<file path="src/rtl/div_enc_pkg.sv">
package div_enc_pkg;
  localparam int unsigned DEF_A_W       = 12;
  localparam int unsigned DEF_BC_W      = 20;
  localparam int unsigned DEF_FRAC_BITS = 7;
  localparam int unsigned DEF_OFFSET    = 512;
  localparam int unsigned DEF_A_MIN     = 4;
  localparam int unsigned DEF_A_MAX     = 2000;

  typedef enum logic [1:0] {
    ST_IDLE = 2'd0,
    ST_DIV  = 2'd1,
    ST_FORM = 2'd2
  } enc_state_e;
endpackage

</file>
<file path="src/rtl/div_enc_rst_sync.sv">
module div_enc_rst_sync (
  input  logic clk,
  input  logic rst_n,
  output logic rst_sync_n
);
  logic [1:0] sync_q;

  always_ff @(posedge clk or negedge rst_n) begin
    if (!rst_n) sync_q <= 2'b00;
    else        sync_q <= {sync_q[0], 1'b1};
  end

  assign rst_sync_n = sync_q[1];
endmodule

</file>
<file path="src/rtl/div_enc_check.sv">
module div_enc_check #(
  parameter int unsigned A_W   = 12,
  parameter int unsigned BC_W  = 20,
  parameter int unsigned A_MIN = 4,
  parameter int unsigned A_MAX = 2000
) (
  input  logic [A_W-1:0]  a_i,
  input  logic [BC_W-1:0] b_i,
  input  logic [BC_W-1:0] c_i,
  output logic            bad_o
);
  logic c_zero, b_high, a_low, a_high;

  always_comb begin
    c_zero = (c_i == '0);
    b_high = (b_i >= c_i);
    a_low  = ({{(32-A_W){1'b0}}, a_i} < A_MIN);
    a_high = ({{(32-A_W){1'b0}}, a_i} > A_MAX);
    bad_o  = c_zero | b_high | a_low | a_high;
  end
endmodule

</file>
<file path="src/rtl/div_enc_step.sv">
module div_enc_step #(
  parameter int unsigned W = 20
) (
  input  logic [W-1:0] rem_i,
  input  logic [W-1:0] div_i,
  output logic [W-1:0] rem_o,
  output logic         qbit_o
);
  logic [W:0] shifted;
  logic [W:0] diff;

  always_comb begin
    shifted = {rem_i, 1'b0};
    diff    = shifted - {1'b0, div_i};
    qbit_o  = (shifted >= {1'b0, div_i});
    rem_o   = qbit_o ? diff[W-1:0] : shifted[W-1:0];
  end
endmodule

</file>
<file path="src/rtl/div_enc_ctrl.sv">
module div_enc_ctrl
  import div_enc_pkg::*;
#(
  parameter int unsigned STEPS = 7,
  localparam int unsigned CNT_W = $clog2(STEPS + 1)
) (
  input  logic clk,
  input  logic rst_n,
  input  logic start_i,
  output logic cap_en_o,
  output logic step_en_o,
  output logic form_en_o
);
  enc_state_e       state_q, state_nxt;
  logic [CNT_W-1:0] cnt_q, cnt_nxt;

  always_comb begin
    state_nxt = state_q;
    cnt_nxt   = cnt_q;
    cap_en_o  = 1'b0;
    step_en_o = 1'b0;
    form_en_o = 1'b0;
    case (state_q)
      ST_IDLE: begin
        if (start_i) begin
          cap_en_o  = 1'b1;
          cnt_nxt   = '0;
          state_nxt = ST_DIV;
        end
      end
      ST_DIV: begin
        step_en_o = 1'b1;
        cnt_nxt   = cnt_q + 1'b1;
        if (cnt_q == CNT_W'(STEPS - 1)) state_nxt = ST_FORM;
      end
      ST_FORM: begin
        form_en_o = 1'b1;
        state_nxt = ST_IDLE;
      end
      default: state_nxt = ST_IDLE;
    endcase
  end

  always_ff @(posedge clk or negedge rst_n) begin
    if (!rst_n) begin
      state_q <= ST_IDLE;
      cnt_q   <= '0;
    end else begin
      state_q <= state_nxt;
      cnt_q   <= cnt_nxt;
    end
  end
endmodule

</file>
<file path="src/rtl/div_param_encoder.sv">
module div_param_encoder
  import div_enc_pkg::*;
#(
  parameter int unsigned A_W       = DEF_A_W,
  parameter int unsigned BC_W      = DEF_BC_W,
  parameter int unsigned FRAC_BITS = DEF_FRAC_BITS,
  parameter int unsigned OFFSET    = DEF_OFFSET,
  parameter int unsigned A_MIN     = DEF_A_MIN,
  parameter int unsigned A_MAX     = DEF_A_MAX,
  localparam int unsigned SCALE    = 1 << FRAC_BITS,
  localparam int unsigned P1_W     = $clog2(A_MAX * SCALE + SCALE)
) (
  input  logic            clk,
  input  logic            rst_n,
  input  logic            start_i,
  input  logic [A_W-1:0]  a_i,
  input  logic [BC_W-1:0] b_i,
  input  logic [BC_W-1:0] c_i,
  output logic [P1_W-1:0] p1_o,
  output logic [BC_W-1:0] p2_o,
  output logic [BC_W-1:0] p3_o,
  output logic            done_o,
  output logic            err_o
);
  localparam int unsigned SUM_W = P1_W + 1;

  logic rst_sync_n;
  logic cap_en, step_en, form_en, bad_in;
  logic [BC_W-1:0] step_rem;
  logic            step_qbit;

  logic [A_W-1:0]       a_q, a_nxt;
  logic [BC_W-1:0]      c_q, c_nxt;
  logic [BC_W-1:0]      rem_q, rem_nxt;
  logic [FRAC_BITS-1:0] quo_q, quo_nxt;
  logic                 bad_q, bad_nxt;
  logic [P1_W-1:0]      p1_q, p1_nxt;
  logic [BC_W-1:0]      p2_q, p2_nxt;
  logic [BC_W-1:0]      p3_q, p3_nxt;
  logic                 done_q, done_nxt;
  logic                 err_q, err_nxt;
  logic [SUM_W-1:0]     p1_sum;

  div_enc_rst_sync u_rst (
    .clk        (clk),
    .rst_n      (rst_n),
    .rst_sync_n (rst_sync_n)
  );

  div_enc_ctrl #(.STEPS(FRAC_BITS)) u_ctrl (
    .clk       (clk),
    .rst_n     (rst_sync_n),
    .start_i   (start_i),
    .cap_en_o  (cap_en),
    .step_en_o (step_en),
    .form_en_o (form_en)
  );

  div_enc_check #(
    .A_W(A_W), .BC_W(BC_W), .A_MIN(A_MIN), .A_MAX(A_MAX)
  ) u_check (
    .a_i   (a_i),
    .b_i   (b_i),
    .c_i   (c_i),
    .bad_o (bad_in)
  );

  div_enc_step #(.W(BC_W)) u_step (
    .rem_i  (rem_q),
    .div_i  (c_q),
    .rem_o  (step_rem),
    .qbit_o (step_qbit)
  );

  always_comb begin
    p1_sum = ({{(SUM_W-A_W){1'b0}}, a_q} << FRAC_BITS)
           + {{(SUM_W-FRAC_BITS){1'b0}}, quo_q}
           - SUM_W'(OFFSET);
  end

  always_comb begin
    a_nxt    = a_q;
    c_nxt    = c_q;
    rem_nxt  = rem_q;
    quo_nxt  = quo_q;
    bad_nxt  = bad_q;
    p1_nxt   = p1_q;
    p2_nxt   = p2_q;
    p3_nxt   = p3_q;
    done_nxt = 1'b0;
    err_nxt  = 1'b0;
    if (cap_en) begin
      a_nxt   = a_i;
      c_nxt   = c_i;
      rem_nxt = b_i;
      quo_nxt = '0;
      bad_nxt = bad_in;
    end
    if (step_en) begin
      rem_nxt = step_rem;
      quo_nxt = {quo_q[FRAC_BITS-2:0], step_qbit};
    end
    if (form_en) begin
      done_nxt = 1'b1;
      err_nxt  = bad_q;
      if (!bad_q) begin
        p1_nxt = p1_sum[P1_W-1:0];
        p2_nxt = rem_q;
        p3_nxt = c_q;
      end
    end
  end

  always_ff @(posedge clk or negedge rst_sync_n) begin
    if (!rst_sync_n) begin
      a_q    <= '0;
      c_q    <= '0;
      rem_q  <= '0;
      quo_q  <= '0;
      bad_q  <= 1'b0;
      p1_q   <= '0;
      p2_q   <= '0;
      p3_q   <= '0;
      done_q <= 1'b0;
      err_q  <= 1'b0;
    end else begin
      a_q    <= a_nxt;
      c_q    <= c_nxt;
      rem_q  <= rem_nxt;
      quo_q  <= quo_nxt;
      bad_q  <= bad_nxt;
      p1_q   <= p1_nxt;
      p2_q   <= p2_nxt;
      p3_q   <= p3_nxt;
      done_q <= done_nxt;
      err_q  <= err_nxt;
    end
  end

  assign p1_o   = p1_q;
  assign p2_o   = p2_q;
  assign p3_o   = p3_q;
  assign done_o = done_q;
  assign err_o  = err_q;
endmodule

</file>
<file path="config.mk">
export PLATFORM = sky130hd
export DESIGN_NAME = div_param_encoder
export DESIGN_NICKNAME = d
export VERILOG_FILES = /design/src/rtl/div_enc_pkg.sv /design/src/rtl/div_enc_rst_sync.sv /design/src/rtl/div_enc_check.sv /design/src/rtl/div_enc_step.sv /design/src/rtl/div_enc_ctrl.sv /design/src/rtl/div_param_encoder.sv
export SDC_FILE = /design/constraint.sdc
export NUM_CORES = 1
export LEC_CHECK = 0
export BUFFER_PORTS_ARGS = -buffer_cell sky130_fd_sc_hd__buf_2
export CORE_MARGIN = 2
export CORE_UTILIZATION = 54
export DETAILED_ROUTE_END_ITERATION = 16
export MAX_ROUTING_LAYER = met4
export PLACE_DENSITY = 0.78
export REMOVE_ABC_BUFFERS = 1
export SLEW_MARGIN = 15
export SYNTH_ARGS = -nofsm -noshare
export SYNTH_HDL_FRONTEND = slang
export SYNTH_HIERARCHICAL = 1
export SYNTH_SLANG_ARGS = --single-unit
export TNS_END_PERCENT = 5
</file>
<file path="constraint.sdc">
create_clock -name clk -period 4.35 [get_ports clk]
set_clock_uncertainty 0.05 [all_clocks]
set_input_delay 0.6525 -clock clk [delete_from_list [all_inputs] [get_ports clk]]
set_output_delay 0.6525 -clock clk [all_outputs]
set_load 0.01 [all_outputs]
</file>
==> results.json, run 1 <==
{
  "status": "finished, final reports clean",
  "gr-total-overflow": 0,
  "drv_cap": 0,
  "grt_pass1_wl_mm": 27.24,
  "crit_top_cell": "a31oi_2",
  "yosysWarnings": 6,
  "cts_tree": "done",
  "grt_max_degree": 58,
  "synth_async_sr_flop_share_pct": 100.0,
  "clock_latency_ps": 420,
  "gp_congestion": 0.9460,
  "ff2ff_setup_slack_ps": 1160,
  "dp_hpwl_mm": 11.66,
  "post_cts_buffers": 0,
  "timing.rr.end": "rem_q[3]",
  "antenna_left": 0,
  "totalWireLength_mm": 16.35,
  "synthesis.area_um2": 7106,
  "nFillCells": 1073,
  "final-setup-viol-count": 0,
  "numCtsBuffers": 17,
  "period_share_pct": 73.38,
  "drc_errors": 0,
  "cts_buffer_depth": 2,
  "die-area_um2": 14090,
  "grt_pass1_vias": 5475,
  "finalPower_mw": 7.152,
  "netlist.area_leader.share_pct": 44.37,
  "drv_slew": 0,
  "worstPathMaxFanout": 10,
  "critPathTopFamily": "compound AO/OA/AOI/OAI gates",
  "synth.avg_cell_area_um2": 9.512,
  "n_antenna_cell": 0,
  "cp_num_cells": 11,
  "synth_commonest_cells": "196 x nand2_1, 126 x dfrtp_1, 50 x o21ai_0",
  "coreArea_um2": 12720,
  "synth_edf_count": 0,
  "drt-wirelength-per-cell_um": 15.73,
  "synth-seq-cells": 126,
  "worst_ep_required_time_ps": 4570,
  "cp_slowest_cell": "a31oi_2",
  "finalHoldViolations": 0,
  "holdCritPathClass": "reg2async",
  "num_io_pins": 115,
  "vdd_ir_drop_max_mv": 0.3676,
  "synth.distinct_cells": 69,
  "worstPathBufferInverterCount": 1,
  "die_x_um": 118.7,
  "path_clk_slew_ps": 60,
  "dr.pass1.iters": 5,
  "cellPowerDensity_nw_per_um2": 850.6,
  "cts_max_level": 4,
  "cp.arrival_ps": 3410,
  "grt_util_all_layers_pct": 24.82,
  "crit_end": "rem_q[3]",
  "yosys-top-cells-area": "dfrtp_1 44%, nand2_1 10%, ha_1 7.6%",
  "critPathLaunchType": "register",
  "timing.rr.start": "rem_q[3]",
  "drive_gt1_share_pct": 25.46,
  "crit_start": "rem_q[3]",
  "yosysTopAreaCell": "dfrtp_1",
  "max_freq_ghz": 0.3133,
  "reg2reg_depth": 11,
  "end_kind": "register",
  "max_slew_margin_pct": 45.74,
  "cts_resized": 0,
  "routed-via-count": 5690,
  "area_growth_pct": 18.33,
  "critPathMaxStageDelay_ps": 480,
  "worstSetupPathType": "reg2reg",
  "synth.yosys.seq_area_share_pct": 44.37,
  "finalWorstSetupSlack_ps": 1158,
  "core.rowCount": 41,
  "p_leak_nw": 4.321,
  "yosys_most_used_dff": "dfrtp_1",
  "dp_slack_ps": 1197,
  "cts.sinks": 126,
  "drt_iter0_drc": 339,
  "antenna_found_initial": 0,
  "rsz0062_at_grt": "false",
  "die_y_um": 118.7,
  "netlist_instances": 747,
  "worstMarginPinSlew_ps": 793.3,
  "io_buffers": 114,
  "fin_nets": 954,
  "cts-root-buf": "clkbuf_16",
  "yosysMostFrequentCell": "nand2_1",
  "finalCriticalPeriod_ps": 3192,
  "worstPathCellList": "ha_1 -> a21o_1 -> a31oi_1 -> o21ai_1 -> a31oi_2 -> o31ai_2 -> a31oi_2 -> buf_4 -> mux2_4 -> nand2_1 -> o21ai_0",
  "final_util_pct": 66.09,
  "initial_core_util_pct": 55.85,
  "post_drt_via_cell_ratio": 5.471
}
[flip-flops by register name, indices dropped and copies added, names as in the netlist]
name            flops
p1_o               18
err_o               1
u_ctrl/cnt_q        3
p2_o               20
rem_q              20
p3_o               20
u_ctrl/state_q      2
done_o              1
a_q                11
bad_q               1
u_rst/sync_q        2
quo_q               7
c_q                20
[what timing repair did]
action	CTS	global route
hold endpoints to repair	2	0
hold buffers	1	0
endpoints found under the setup margin	0	0
[final cells by class]
cell class | instances | area [µm²] | share of cell area [%]
Multi-Input combinational cell | 538 | 3618 | 43.04
Sequential cell | 126 | 3157 | 37.54
Timing Repair Buffer | 123 | 640.6 | 7.619
Clock buffer | 21 | 450.4 | 5.357
Tap cell | 172 | 215.2 | 2.560
Inverter | 49 | 183.9 | 2.187
Clock inverter | 11 | 142.6 | 1.696
[how the worst min path moves through the flow]
stage                          startpoint         endpoint  slack, ps  depth (start not counted)
after floorplan           u_rst/sync_q[0]  u_rst/sync_q[1]        280                          0
after global placement    u_rst/sync_q[1]           a_q[0]        280                          0
after detailed placement  u_rst/sync_q[1]           a_q[0]        280                          0
after CTS                 u_rst/sync_q[1]           a_q[0]        280                          0
after global routing      u_rst/sync_q[0]  u_rst/sync_q[1]        310                          0
final                     u_rst/sync_q[1]           a_q[0]        260                          0
[metal layers]
metal  wire length (µm)  global-route usage (%)
met5                  0                       -
met3                652                   4.971
met4                210                   6.920
met1               7791                   33.33
met2               7700                   38.47
[cell families after synthesis]
family	Yosys count	synth area share [%]
AND/OR/NAND/NOR	282	17.56
other	1	0.05278
buffers and inverters	83	4.913
XOR/XNOR	16	1.972
flip-flops	126	44.37
AO/OA/AOI/OAI	124	11.59
adder cells (fa/ha/maj)	44	7.854
multiplexers	71	11.69
[per-stage QoR]
step	hold slack [ps]	cells	TNS, ps	instance area, µm²
floorplan	281.2	713	-101360	6940
global placement	276.3	1007	0	7805
detailed placement	276.5	1007	0	7805
CTS	281.9	1040	0	8408
global route	311.7	1040	0	8408
finish	260.3	1040	0	8408
[cell usage in the layout, fill, tap and decap left out, types with 4 or more instances in the layout]
| master | synthesis | final |
|---|---|---|
| a31oi_1 | 10 | 10 |
| buf_4 | 1 | 8 |
| nand2_1 | 196 | 196 |
| buf_2 | 3 | 114 |
| nor3_1 | 6 | 6 |
| xor2_1 | 7 | 7 |
| o21ai_0 | 50 | 50 |
| ha_1 | 43 | 43 |
| o31ai_1 | 4 | 4 |
| xnor2_1 | 9 | 9 |
| nand4_1 | 7 | 7 |
| clkbuf_16 | 0 | 17 |
| nor2_1 | 21 | 21 |
| nand2b_1 | 7 | 6 |
| nor4_1 | 7 | 7 |
| dfrtp_1 | 126 | 125 |
| or4_1 | 4 | 4 |
| inv_1 | 49 | 49 |
| clkinvlp_4 | 0 | 5 |
| mux2_4 | 16 | 16 |
| and3_1 | 4 | 4 |
| mux2_2 | 32 | 32 |
| nand3_1 | 8 | 8 |
| mux2i_1 | 23 | 23 |
| a21oi_1 | 19 | 19 |
[worst reg2reg max path, stage by stage, from the launching register on]
cell and delay [ps]:
dfrtp_1 410, ha_1 390, a21o_1 220, a31oi_1 140, o21ai_1 130, a31oi_2 310, o31ai_2 130, a31oi_2 480
buf_4 320, mux2_4 320, nand2_1 60, o21ai_0 80
[power by group]
group | total [mW] | switching (mW) | internal (mW) | leakage [nW]
Combinational | 3.71 | 1.89 | 1.82 | 2.44
Sequential | 2.02 | 0.382 | 1.64 | 1.61
Clock | 1.42 | 0.508 | 0.911 | 0.275
Note: power is estimated with default switching activity, not from simulation.
==> inputs of run 2 (changes only) <==
--- a/config.mk
+++ b/config.mk
@@ -7,7 +7,7 @@
 export LEC_CHECK = 0
 export BUFFER_PORTS_ARGS = -buffer_cell sky130_fd_sc_hd__buf_2
 export CORE_MARGIN = 2
-export CORE_UTILIZATION = 54
+export CORE_UTILIZATION = 52
 export DETAILED_ROUTE_END_ITERATION = 16
 export MAX_ROUTING_LAYER = met4
 export PLACE_DENSITY = 0.78
==> constraint.sdc (replaced) <==
create_clock -name clk -period 2.55 [get_ports clk]
set_clock_uncertainty 0.05 [all_clocks]
set_input_delay 0.3825 -clock clk [delete_from_list [all_inputs] [get_ports clk]]
set_output_delay 0.3825 -clock clk [all_outputs]
set_load 0.01 [all_outputs]
==> results.json, run 2 (synthesis gave the netlist of run 1 again) <==
{
  "status": "complete, but fails checks",
  "violations": "negative setup slack",
  "gr-total-overflow": 0,
  "multi_input_area_um2": 3786,
  "p_sw_share_pct": 38.09,
  "p_int_mw": 9.128,
  "max_freq_ghz": 0.3629,
  "dp_cells": 1072,
  "antenna_left": 0,
  "grt_max_degree": 125,
  "crit_start": "c_q[4]",
  "core.rowCount": 42,
  "dp_hpwl_mm": 12.51,
  "totalWireLength_mm": 18.59,
  "routed-via-count": 6171,
  "worstPathBufferInverterCount": 3,
  "nFillCells": 1020,
  "clkPwrFrac_pct": 17.0,
  "cp.arrival_ps": 2970,
  "ff2ff_setup_slack_ps": -210,
  "fin_nets": 1032,
  "drt_iter0_drc": 436,
  "cts_tree": "done",
  "worstMarginPinSlew_ps": 735.5,
  "n_antenna_cell": 0,
  "drt-wirelength-per-cell_um": 16.57,
  "finish.instance_area_um2": 9278,
  "initial_core_util_pct": 53.44,
  "drv_slew": 0,
  "final-setup-viol-count": 19,
  "seqPwrFrac_pct": 22.9,
  "drc_errors": 0,
  "combPwrFrac_pct": 60.1,
  "fin_cells": 1122,
  "final_common_cell": "nand2_1",
  "post_drt_via_cell_ratio": 5.500,
  "worstSetupPathType": "reg2reg",
  "critPathMaxStageDelay_ps": 380,
  "period_share_pct": 108.1,
  "die-area_um2": 14620,
  "cellPowerDensity_nw_per_um2": 1589,
  "coreArea_um2": 13300,
  "drive_gt1_share_pct": 34.25,
  "final_cell_mix": "191 x nand2_1, 125 x dfrtp_1, 114 x buf_2, 78 x buf_4, 46 x inv_1",
  "worst_ep_required_time_ps": 2770,
  "dr.pass1.iters": 4,
  "p_leak_nw": 4.753,
  "drv_cap": 0,
  "cp_num_cells": 13,
  "io_buffers": 114,
  "worstPathCellList": "inv_2 -> ha_4 -> a21o_1 -> a31oi_1 -> o21ai_2 -> a31oi_4 -> o31ai_4 -> a31oi_2 -> buf_4 -> buf_16 -> mux2_4 -> nand2_2 -> o21ai_1",
  "path_clk_slew_ps": 60,
  "grt_pass1_vias": 6202,
  "grt_util_all_layers_pct": 27.12,
  "cp_slowest_cell": "dfrtp_1",
  "seq_area_um2": 3157,
  "finalHoldViolations": 0,
  "timing.rr.end": "rem_q[4]",
  "cts-root-buf": "clkbuf_16",
  "max_slew_margin_pct": 50.51,
  "area_growth_pct": 30.57,
  "placed_cell_area_um2": 8318,
  "p_switching_mw": 5.617,
  "cts_max_level": 4,
  "holdCritPathClass": "in2reg",
  "gp_congestion": 0.9057,
  "vdd_ir_drop_max_mv": 0.7145,
  "antenna_found_initial": 0,
  "crit_end": "rem_q[4]",
  "end_kind": "register",
  "reg2reg_depth": 13,
  "rsz0062_at_grt": "true",
  "cts.sinks": 126,
  "critPathLaunchType": "register",
  "clock_latency_ps": 420,
  "finalCriticalPeriod_ps": 2756,
  "critPathTopFamily": "compound AO/OA/AOI/OAI gates",
  "num_io_pins": 115,
  "numCtsBuffers": 17,
  "die_y_um": 120.9,
  "whs_path_depth": 2,
  "cts_buffer_depth": 2,
  "die_x_um": 120.9,
  "timing.rr.start": "c_q[4]",
  "worstPathMaxFanout": 4,
  "finalWorstSetupSlack_ps": -205.7,
  "grt_pass1_wl_mm": 30.27
}
run 2: cell count changes in the layout (fill, tap and decap cells not counted), moves of 5 or more:
cell	delta
buf_4	+70
o21ai_0	-20
o21ai_1	+16
ha_1	-8
ha_4	+8
nand2_1	-5
nand2_2	+5
run 2: how the worst min path moves through the flow:
stage | startpoint | to | slack (ps)
2_1_floorplan | rst_n | u_rst/sync_q[0] | 40
3_3_place_gp | rst_n | u_rst/sync_q[0] | 120
4_1_cts | a_i[0] | a_q[0] | 150
6_report | a_i[4] | a_q[4] | 170
3_5_place_dp | rst_n | u_rst/sync_q[0] | 120
5_1_grt | a_i[0] | a_q[0] | 150
run 2: layout make-up:
cell class,instances,share of cell area (%)
clock buffer,21,4.747
clock inverter,11,1.794
inverter,49,1.982
multi-input combinational,538,40.81
sequential,126,34.03
tap,176,2.374
timing repair buffer,201,14.27
run 2: stage by stage:
step	total power [mW]	util, %	hold slack [ps]	worst slack, ps	setup TNS [ps]
after floorplan	8.354	-	36.91	-3409	-374410
after global placement	10.67	62.56	117.9	-99.70	-1416
after detailed placement	10.87	62.56	120.0	-192.8	-2708
after CTS	14.29	69.23	153.4	-89.40	-1266
after global routing	15.77	69.78	151.5	-274.4	-4129
final	14.75	69.78	168.1	-205.7	-2939
run 2: layer usage:
layer | up-vias | track usage [%] | share of wire [%] | wire length (µm)
met3 | 42 | 5.592 | 4.4 | 815
met1 | 3020 | 33.70 | 43 | 8062
met4 | 0 | 11.92 | 3.0 | 553
met5 | - | - | 0 | 0
met2 | 164 | 43.05 | 49 | 9161
li1 | 2945 | - | - | -
run 2: power groups by stage:
stage / registers [mW] / logic, mW / clock network [mW]
finish: 3.37 / 8.86 / 2.51
global route: 3.47 / 9.65 / 2.65
CTS: 3.36 / 8.38 / 2.55
detailed placement: 3.35 / 7.52 / 0
global placement: 3.32 / 7.35 / 0
floorplan: 3.43 / 4.93 / 0
run 2: repair_timing:
action | 4_1_cts | 5_1_grt
hold endpoints to repair | 2 | 0
setup buffers | 12 | 3
setup endpoints to repair | 19 | 20
gates cloned | 2 | 0
gates resized for setup | 38 | 17
hold buffers | 1 | 0
pin swaps | 13 | 6
==> inputs of run 3 (changes only) <==
--- a/config.mk
+++ b/config.mk
@@ -7,10 +7,10 @@
 export LEC_CHECK = 0
 export BUFFER_PORTS_ARGS = -buffer_cell sky130_fd_sc_hd__buf_2
 export CORE_MARGIN = 2
-export CORE_UTILIZATION = 52
+export CORE_UTILIZATION = 45
 export DETAILED_ROUTE_END_ITERATION = 16
 export MAX_ROUTING_LAYER = met4
-export PLACE_DENSITY = 0.78
+export PLACE_DENSITY = 0.67
 export REMOVE_ABC_BUFFERS = 1
 export SLEW_MARGIN = 15
 export SYNTH_ARGS = -nofsm -noshare
==> constraint.sdc (replaced) <==
create_clock -name clk -period 3.4 [get_ports clk]
set_clock_uncertainty 0.05 [all_clocks]
set_input_delay 0.51 -clock clk [delete_from_list [all_inputs] [get_ports clk]]
set_output_delay 0.51 -clock clk [all_outputs]
set_load 0.01 [all_outputs]
==> results.json, run 3 (synthesis gave the netlist of run 1 again) <==
{
  "status": "finished, final reports clean",
  "die_x_um": 129.7,
  "drive_gt1_share_pct": 25.72,
  "final_cell_mix": "196 x nand2_1, 125 x dfrtp_1, 114 x buf_2, 50 x o21ai_0, 49 x inv_1",
  "die_y_um": 129.7,
  "crit_start": "rem_q[3]",
  "grt_max_degree": 61,
  "cts.sinks": 126,
  "holdCritPathClass": "reg2async",
  "worst_ep_required_time_ps": 3620,
  "num_io_pins": 115,
  "fin_nets": 953,
  "final-setup-viol-count": 0,
  "dp_hpwl_mm": 11.99,
  "drt-wirelength-per-cell_um": 15.41,
  "rsz0062_at_grt": "false",
  "crit_end": "rem_q[10]",
  "cts-root-buf": "clkbuf_16",
  "cts_buffer_depth": 2,
  "finalPower_mw": 9.367,
  "clock_latency_ps": 430,
  "grt_pass1_vias": 5534,
  "drt_iter0_drc": 232,
  "initial_core_util_pct": 46.40,
  "max_freq_ghz": 0.3385,
  "gr-total-overflow": 0,
  "coreArea_um2": 15310,
  "antenna_found_initial": 0,
  "fin_cells": 1078,
  "end_kind": "register",
  "timing.rr.end": "rem_q[10]",
  "finalSetupTns_ps": 0,
  "routed-via-count": 5560,
  "totalWireLength_mm": 16.61,
  "finish.instance_area_um2": 8558,
  "path_clk_slew_ps": 60,
  "worstPathMaxFanout": 13,
  "nFillCells": 1408,
  "dr.pass1.iters": 5,
  "cts_resized": 0,
  "die-area_um2": 16810,
  "numCtsBuffers": 17,
  "ff2ff_setup_slack_ps": 450,
  "gp_congestion": 0.8810,
  "final_common_cell": "nand2_1",
  "timing.rr.start": "rem_q[3]",
  "post_drt_via_cell_ratio": 5.158,
  "p_leak_nw": 4.374,
  "worstMarginPinSlew_ps": 946.9,
  "cp.arrival_ps": 3170,
  "max_slew_margin_pct": 35.24,
  "finalCriticalPeriod_ps": 2954,
  "vdd_ir_drop_max_mv": 0.5732,
  "cts_max_level": 4,
  "dp_cells": 1045,
  "core.rowCount": 45,
  "area_growth_pct": 20.44,
  "critPathLaunchType": "register",
  "n_antenna_cell": 0,
  "period_share_pct": 86.88,
  "drc_errors": 0,
  "grt_util_all_layers_pct": 21.68,
  "drv_cap": 0,
  "cellPowerDensity_nw_per_um2": 1094,
  "cts_tree": "done",
  "cts_hold_buffers": 1,
  "grt_pass1_wl_mm": 27.58,
  "placed_cell_area_um2": 7884,
  "finalHoldViolations": 0,
  "reg2reg_depth": 11,
  "antenna_left": 0,
  "drv_slew": 0,
  "worstSetupPathType": "reg2reg",
  "post_cts_buffers": 0,
  "io_buffers": 114
}
run 3: changes by cell type in the layout (fill, tap and decap cells not counted), moves of 4 or more:
cell | before | now
buf_4 | 78 | 4
clkbuf_1 | 4 | 0
ha_1 | 35 | 43
ha_4 | 8 | 0
nand2_1 | 191 | 196
nand2_2 | 5 | 0
o21ai_0 | 30 | 50
o21ai_1 | 18 | 2
o21ai_2 | 5 | 1
run 3: power by group:
part / internal (mW) / switching, mW / leakage [nW]
Sequential: 2.10 / 0.487 / 1.61
Clock: 1.34 / 0.696 / 0.324
Combinational: 2.34 / 2.41 / 2.44
run 3: worst max-delay path: stages (launching register included):
cell and delay, ps:
dfrtp_1 410, ha_1 380, a21o_1 220, a31oi_1 160, o21ai_1 130, a31oi_2 300, o31ai_2 140, a31oi_2 230
buf_4 300, mux2_4 320, nand2_1 60, o21ai_0 90
run 3: cell type report:
type | count | area (µm²) | share of cell area [%]
Clock inverter | 13 | 211.5 | 2.471
Clock buffer | 19 | 452.9 | 5.292
Tap cell | 211 | 264.0 | 3.085
Multi-Input combinational cell | 538 | 3618 | 42.28
Inverter | 49 | 183.9 | 2.149
Timing Repair Buffer | 122 | 670.6 | 7.836
Sequential cell | 126 | 3157 | 36.89
run 3: worst min path at each step:
stage / from / cells after the start / end / slack [ps]
after floorplan: rst_n / 0 / u_rst/sync_q[0] / 160
after CTS: a_i[2] / 3 / a_q[2] / 270
final: u_rst/sync_q[1] / 0 / a_q[0] / 280
after global routing: a_i[1] / 2 / a_q[1] / 290
after global placement: rst_n / 1 / u_rst/sync_q[0] / 250
after detailed placement: rst_n / 1 / u_rst/sync_q[0] / 250
run 3: metal layers:
metal	vias to the layer above	wire, µm	track usage [%]
met2	94	7701	33.54
met4	0	320	7.970
met1	2658	8012	28.48
li1	2779	-	-
met5	-	0	-
met3	29	577	4.129
run 3: metrics by stage:
| stage | utilization [%] | hold slack [ps] | worst slack [ps] |
|---|---|---|---|
| 3_5_place_dp | 51.48 | 247.7 | 508.9 |
| 2_1_floorplan | - | 164.4 | -2589 |
| 6_report | 55.88 | 278.9 | 445.9 |
| 4_1_cts | 55.88 | 270.1 | 463.1 |
| 5_1_grt | 55.88 | 293.3 | 318.1 |
| 3_3_place_gp | 51.48 | 245.1 | 589.8 |
